<file path="config.mk">
export PLATFORM = sky130hd
export DESIGN_NAME = lpm_sequencer
export DESIGN_NICKNAME = d
export VERILOG_FILES = /design/src/rtl/lpm_pkg.sv /design/src/rtl/lpm_req_detect.sv /design/src/rtl/lpm_entry_seq.sv /design/src/rtl/lpm_blank_timer.sv /design/src/rtl/lpm_sequencer.sv
export SDC_FILE = /design/constraint.sdc
export NUM_CORES = 1
export LEC_CHECK = 0
export BUFFER_PORTS_ARGS = -buffer_cell sky130_fd_sc_hd__buf_2
export CORE_MARGIN = 4
export CORE_UTILIZATION = 55
export CTS_BUF_LIST = sky130_fd_sc_hd__clkbuf_16
export DETAILED_ROUTE_END_ITERATION = 6
export GPL_TIMING_DRIVEN = 0
export PLACE_DENSITY = 0.78
export RECOVER_POWER = 100
export SLEW_MARGIN = 20
export SYNTH_ARGS = -nofsm -noshare
export SYNTH_HDL_FRONTEND = slang
export SYNTH_HIERARCHICAL = 1
export SYNTH_SLANG_ARGS = --single-unit
</file>
<file path="constraint.sdc">
create_clock -name clk -period 2.9 [get_ports clk]
set_input_delay 0.29 -clock clk [delete_from_list [all_inputs] [get_ports clk]]
set_output_delay 0.29 -clock clk [all_outputs]
set_load 0.05 [all_outputs]
</file>
<file path="src/rtl/lpm_pkg.sv">
`timescale 1ns/1ps
package lpm_pkg;

    typedef enum logic [1:0] {
        VSEL_NORM = 2'b00,
        VSEL_OFFS = 2'b01,
        VSEL_SUSP = 2'b10
    } vsel_e;

    typedef enum logic [2:0] {
        SEQ_RUN,
        SEQ_WAIT,
        SEQ_DRV,
        SEQ_SKIP,
        SEQ_LOW
    } seq_e;

    typedef enum logic [1:0] {
        BL_OFF,
        BL_WAIT,
        BL_CNT
    } blank_e;

    typedef struct packed {
        logic  chg;
        logic  lp;
        vsel_e tgt;
    } req_t;

    function automatic vsel_e pick_target(input logic sleep_n, input logic susp);
        if (susp)
            return VSEL_SUSP;
        else if (!sleep_n)
            return VSEL_OFFS;
        else
            return VSEL_NORM;
    endfunction

    function automatic logic wants_lowpower(input logic sleep_n, input logic susp);
        return susp | ~sleep_n;
    endfunction

    function automatic int max2(input int a, input int b);
        return (a > b) ? a : b;
    endfunction

endpackage

</file>
<file path="src/rtl/lpm_req_detect.sv">
`timescale 1ns/1ps
module lpm_req_detect
    import lpm_pkg::*;
(
    input  logic  clk,
    input  logic  rst,
    input  logic  sleep_n,
    input  logic  susp_req,
    output req_t  req,
    output vsel_e vsel_q
);

    logic sleep_n_q;
    logic susp_q;

    always_comb begin
        req.chg = (sleep_n != sleep_n_q) | (susp_req != susp_q);
        req.lp  = wants_lowpower(sleep_n, susp_req);
        req.tgt = pick_target(sleep_n, susp_req);
    end

    always_ff @(posedge clk) begin
        if (rst) begin
            sleep_n_q <= 1'b1;
            susp_q    <= 1'b0;
            vsel_q    <= VSEL_NORM;
        end else begin
            sleep_n_q <= sleep_n;
            susp_q    <= susp_req;
            vsel_q    <= req.tgt;
        end
    end


    susp_priority_chk: assert property (@(posedge clk) disable iff (rst)
        susp_req |=> (vsel_q == VSEL_SUSP));

endmodule

</file>
<file path="src/rtl/lpm_entry_seq.sv">
`timescale 1ns/1ps
module lpm_entry_seq
    import lpm_pkg::*;
#(
    parameter int DRV_DLY  = 32,
    parameter int SKIP_DLY = 30
) (
    input  logic clk,
    input  logic rst,
    input  logic chg,
    input  logic lp,
    input  logic slew_done,
    output logic pwm_force,
    output logic drv_dis_n
);

    localparam int MAXD = max2(DRV_DLY, SKIP_DLY);
    localparam int CW   = $clog2(MAXD + 1);
    localparam logic [CW-1:0] DRV_LAST  = CW'(DRV_DLY - 1);
    localparam logic [CW-1:0] SKIP_LAST = CW'(SKIP_DLY - 1);

    seq_e          state;
    logic [CW-1:0] cnt;

    always_ff @(posedge clk) begin
        if (rst) begin
            state     <= SEQ_RUN;
            cnt       <= '0;
            pwm_force <= 1'b1;
            drv_dis_n <= 1'b1;
        end else if (chg) begin
            state     <= lp ? SEQ_WAIT : SEQ_RUN;
            cnt       <= '0;
            pwm_force <= 1'b1;
            drv_dis_n <= 1'b1;
        end else begin
            unique case (state)
                SEQ_RUN: begin
                    cnt <= '0;
                end
                SEQ_WAIT: begin
                    if (slew_done) begin
                        state <= SEQ_DRV;
                        cnt   <= '0;
                    end
                end
                SEQ_DRV: begin
                    if (cnt == DRV_LAST) begin
                        state     <= SEQ_SKIP;
                        cnt       <= '0;
                        drv_dis_n <= 1'b0;
                    end else begin
                        cnt <= cnt + 1'b1;
                    end
                end
                SEQ_SKIP: begin
                    if (cnt == SKIP_LAST) begin
                        state     <= SEQ_LOW;
                        cnt       <= '0;
                        pwm_force <= 1'b0;
                    end else begin
                        cnt <= cnt + 1'b1;
                    end
                end
                SEQ_LOW: begin
                    cnt <= '0;
                end
                default: begin
                    state <= SEQ_RUN;
                    cnt   <= '0;
                end
            endcase
        end
    end


    chg_forces_pwm_chk: assert property (@(posedge clk) disable iff (rst)
        chg |=> (pwm_force && drv_dis_n));


    skip_after_drv_chk: assert property (@(posedge clk) disable iff (rst)
        !pwm_force |-> !drv_dis_n);


    drv_fall_from_count_chk: assert property (@(posedge clk) disable iff (rst)
        $fell(drv_dis_n) |-> ($past(state) == SEQ_DRV));

endmodule

</file>
<file path="src/rtl/lpm_blank_timer.sv">
`timescale 1ns/1ps
module lpm_blank_timer
    import lpm_pkg::*;
#(
    parameter int BLANK_DLY = 32
) (
    input  logic clk,
    input  logic rst,
    input  logic chg,
    input  logic slew_done,
    output logic blank
);

    localparam int CW = $clog2(BLANK_DLY + 1);
    localparam logic [CW-1:0] BL_LAST = CW'(BLANK_DLY - 1);

    blank_e        state;
    logic [CW-1:0] cnt;

    always_ff @(posedge clk) begin
        if (rst) begin
            state <= BL_OFF;
            cnt   <= '0;
            blank <= 1'b0;
        end else if (chg) begin
            state <= BL_WAIT;
            cnt   <= '0;
            blank <= 1'b1;
        end else begin
            unique case (state)
                BL_OFF: cnt <= '0;
                BL_WAIT: begin
                    if (slew_done) begin
                        state <= BL_CNT;
                        cnt   <= '0;
                    end
                end
                BL_CNT: begin
                    if (cnt == BL_LAST) begin
                        state <= BL_OFF;
                        cnt   <= '0;
                        blank <= 1'b0;
                    end else begin
                        cnt <= cnt + 1'b1;
                    end
                end
                default: begin
                    state <= BL_OFF;
                    cnt   <= '0;
                end
            endcase
        end
    end


    blank_on_chg_chk: assert property (@(posedge clk) disable iff (rst)
        chg |=> blank);


    blank_end_counted_chk: assert property (@(posedge clk) disable iff (rst)
        $fell(blank) |-> ($past(state) == BL_CNT));

endmodule

</file>
<file path="src/rtl/lpm_sequencer.sv">
`timescale 1ns/1ps
module lpm_sequencer
    import lpm_pkg::*;
#(
    parameter int DRV_DLY   = 32,
    parameter int SKIP_DLY  = 30,
    parameter int BLANK_DLY = 32
) (
    input  logic       clk,
    input  logic       rst,
    input  logic       sleep_n,
    input  logic       susp_req,
    input  logic       slew_done,
    output logic [1:0] vsel,
    output logic       pwm_force,
    output logic       drv_dis_n,
    output logic       pg_blank,
    output logic       clken_blank
);

    req_t  req;
    vsel_e vsel_q;
    logic  blank;

    lpm_req_detect u_req (
        .clk      (clk),
        .rst      (rst),
        .sleep_n  (sleep_n),
        .susp_req (susp_req),
        .req      (req),
        .vsel_q   (vsel_q)
    );

    lpm_entry_seq #(
        .DRV_DLY  (DRV_DLY),
        .SKIP_DLY (SKIP_DLY)
    ) u_seq (
        .clk       (clk),
        .rst       (rst),
        .chg       (req.chg),
        .lp        (req.lp),
        .slew_done (slew_done),
        .pwm_force (pwm_force),
        .drv_dis_n (drv_dis_n)
    );

    lpm_blank_timer #(
        .BLANK_DLY (BLANK_DLY)
    ) u_blank (
        .clk       (clk),
        .rst       (rst),
        .chg       (req.chg),
        .slew_done (slew_done),
        .blank     (blank)
    );

    assign vsel        = vsel_q;
    assign pg_blank    = blank;
    assign clken_blank = blank;


    drv_only_lowpwr_chk: assert property (@(posedge clk) disable iff (rst)
        !drv_dis_n |-> (vsel_q != VSEL_NORM));


    skip_only_lowpwr_chk: assert property (@(posedge clk) disable iff (rst)
        !pwm_force |-> (vsel_q != VSEL_NORM));


    exit_immediate_chk: assert property (@(posedge clk) disable iff (rst)
        (req.chg && !req.lp) |=> (drv_dis_n && pwm_force && vsel_q == VSEL_NORM));

endmodule

</file>
==> results by group <==
Detailed routing
  • Post-route ant nets: 0
  • Avg WL per Cell: 13.36 um
  • Residual DRC: 0
  • DR iter-0 viols: 12
  • Vias: 961
  • Vias/cell: 5.686
  • WL final: 2.258 mm
  • DR pass1 iterations: 4

CTS
  • H-tree levels: 1
  • CTS tree: built
  • Clock sinks: 23
  • Post-CTS Setup Inserts: 0
  • Clock root cell: clkbuf_16
  • Max Root-Sink Buffers: 2
  • Cts bufs inserted: 3
  • Clk Latency, worst-skew pair: 0.25 ns
  • Post-CTS sizing: 0
  • Clk slew on worst S/H paths: 0.06 ns
  • Hold buffers post-CTS: 0

Min path
  • Worst Min Path Start: sleep_n
  • Worst hold path class: primary input to flop

Worst setup path
  • R2r startpoint: u_seq/cnt[1]$_SDFFE_PP0P_
  • CP endpoint kind: flop
  • Worst setup SP type: flop
  • CP Max Fanout: 7
  • CP Data Required Time: 3.07 ns
  • Crit Path Class: flop to flop
  • WP data arrival: 2.23 ns
  • Crit path from: u_seq/cnt[1]$_SDFFE_PP0P_

Placement
  • Gp weighted congestion: 0.7582
  • Placement Cell Area: 1261 um^2
  • Place WS: 1.120 ns
  • Dpl hpwl: 1.640 mm
  • PortBufs: 10

STA
  • Post-layout minimum cycle time: 2.059 ns
  • Final setup fails: 0
  • TNS Setup: 0 ns
  • RSZ-0062 raised after global routing: false
  • Max-slew violation count: 0
  • Achievable Freq: 485.7 MHz
  • Slew Limit Headroom: 0.2812
  • Hold Slack: 0.3128 ns
  • Smallest setup slack after layout: 0.8410 ns
  • Period utilisation layout: 0.7100
  • Tightest Pin Transition: 1.076 ns
  • Max Clock Skew: 0.004893 ns
  • Fin. Hold Viols: 0

GRT
  • Initial antenna violation count: 0
  • Global-route wire length before repair: 3.995 mm
  • Remaining Overflow, GRT: 0
  • Vias in the first global route: 943
  • Largest net degree at the start of global routing: 14
  • Total global-route track usage: 0.1802

Layout
  • Fin area: 1301 um^2
  • Syn-to-layout area delta: 10.52%
  • N_diodes: 0
  • Most common cell after layout, fill and taps aside: dfxtp_1
  • Share of cells above drive strength 1: 0.1338
  • Most frequent cells in the layout: dfxtp_1, nor2_1, clkbuf_1
  • Nets: 151

Pwr
  • P_leak: 0.4853 nW
  • Worst VDD drop: 0.3565 mV
  • PwrDens: 532.5 nW/um^2

Logic synthesis
  • Synth Instances: 128
  • Synthesis Warnings: 6
  • Post-Syn Area: 1177 um^2
  • Mean Syn Cell Area: 9.198 um^2
  • Post-Syn Nets: 136

Floorplanning
  • Initial core utilization: 0.5881
  • Core Area: 2002 um^2
  • Die H: 54.27 um
  • Die Width: 54.27 um
  • # rows: 16
  • Die ar.: 2945 um^2
  • # IOs: 11

Job
  • Max Cap Viol: 0

Status
  • Status: finished clean
power by group:
group          internal (mW)  total, mW  switching [mW]
clock                  0.185      0.292           0.106
sequential             0.323      0.328         0.00494
combinational         0.0254     0.0734          0.0481
total                  0.533      0.693           0.159
stage by stage:
| stage | total power [mW] | util | std cells |
|---|---|---|---|
| global route | 0.7210 | 0.6500 | 169 |
| finish | 0.6929 | 0.6500 | 169 |
| CTS | 0.7013 | 0.6700 | 169 |
| floorplan | 0.3923 | - | 128 |
| global placement | 0.4095 | 0.6300 | 165 |
| detailed placement | 0.4117 | 0.6300 | 165 |
flip-flops by register name, indices dropped and copies added, names as in the netlist:
register and count:
u_seq/pwm_force 1, u_req/sleep_n_q 1, u_blank/cnt 6, u_blank/blank 1, u_seq/drv_dis_n 1, u_blank/state 2, u_seq/state 3, u_req/vsel_q 2
u_seq/cnt 6
final cells by class:
type | count | area, um^2
fill | 180 | 700.7
multi-input combinational | 95 | 633.1
sequential | 23 | 460.4
clock buffer | 3 | 75.07
buffer | 7 | 42.54
timing repair buffer | 10 | 40.04
tap | 27 | 33.78
inverter | 3 | 11.26
clock inverter | 1 | 5.005
worst max-delay path, cell delays in order (launching register included):
cell and delay (ns):
dfxtp_1 0.38, inv_1 0.06, ha_1 0.23, mux2_1 0.30, a21boi_0 0.64, a21oi_1 0.16, a211oi_2 0.21
metal layers:
layer	routed length, um	up-vias	track usage
li1	-	487	-
met1	1056	461	0.2215
met2	1137	11	0.3187
met3	54	2	0.01635
met4	9	0	0.07469
met5	0	-	0
final timing paths:
kind | endpoint | slack [ns] | cells past startpoint
min | u_req/sleep_n_q$_SDFF_PP1_ | 0.31 | 2
max | u_seq/cnt[3]$_SDFFE_PP0P_ | 0.84 | 6
max reg2reg | u_seq/cnt[3]$_SDFFE_PP0P_ | 0.84 | 6
min reg2reg | u_seq/drv_dis_n$_SDFFE_PP1P_ | 0.46 | 2
(Power assumes the default switching activity.)
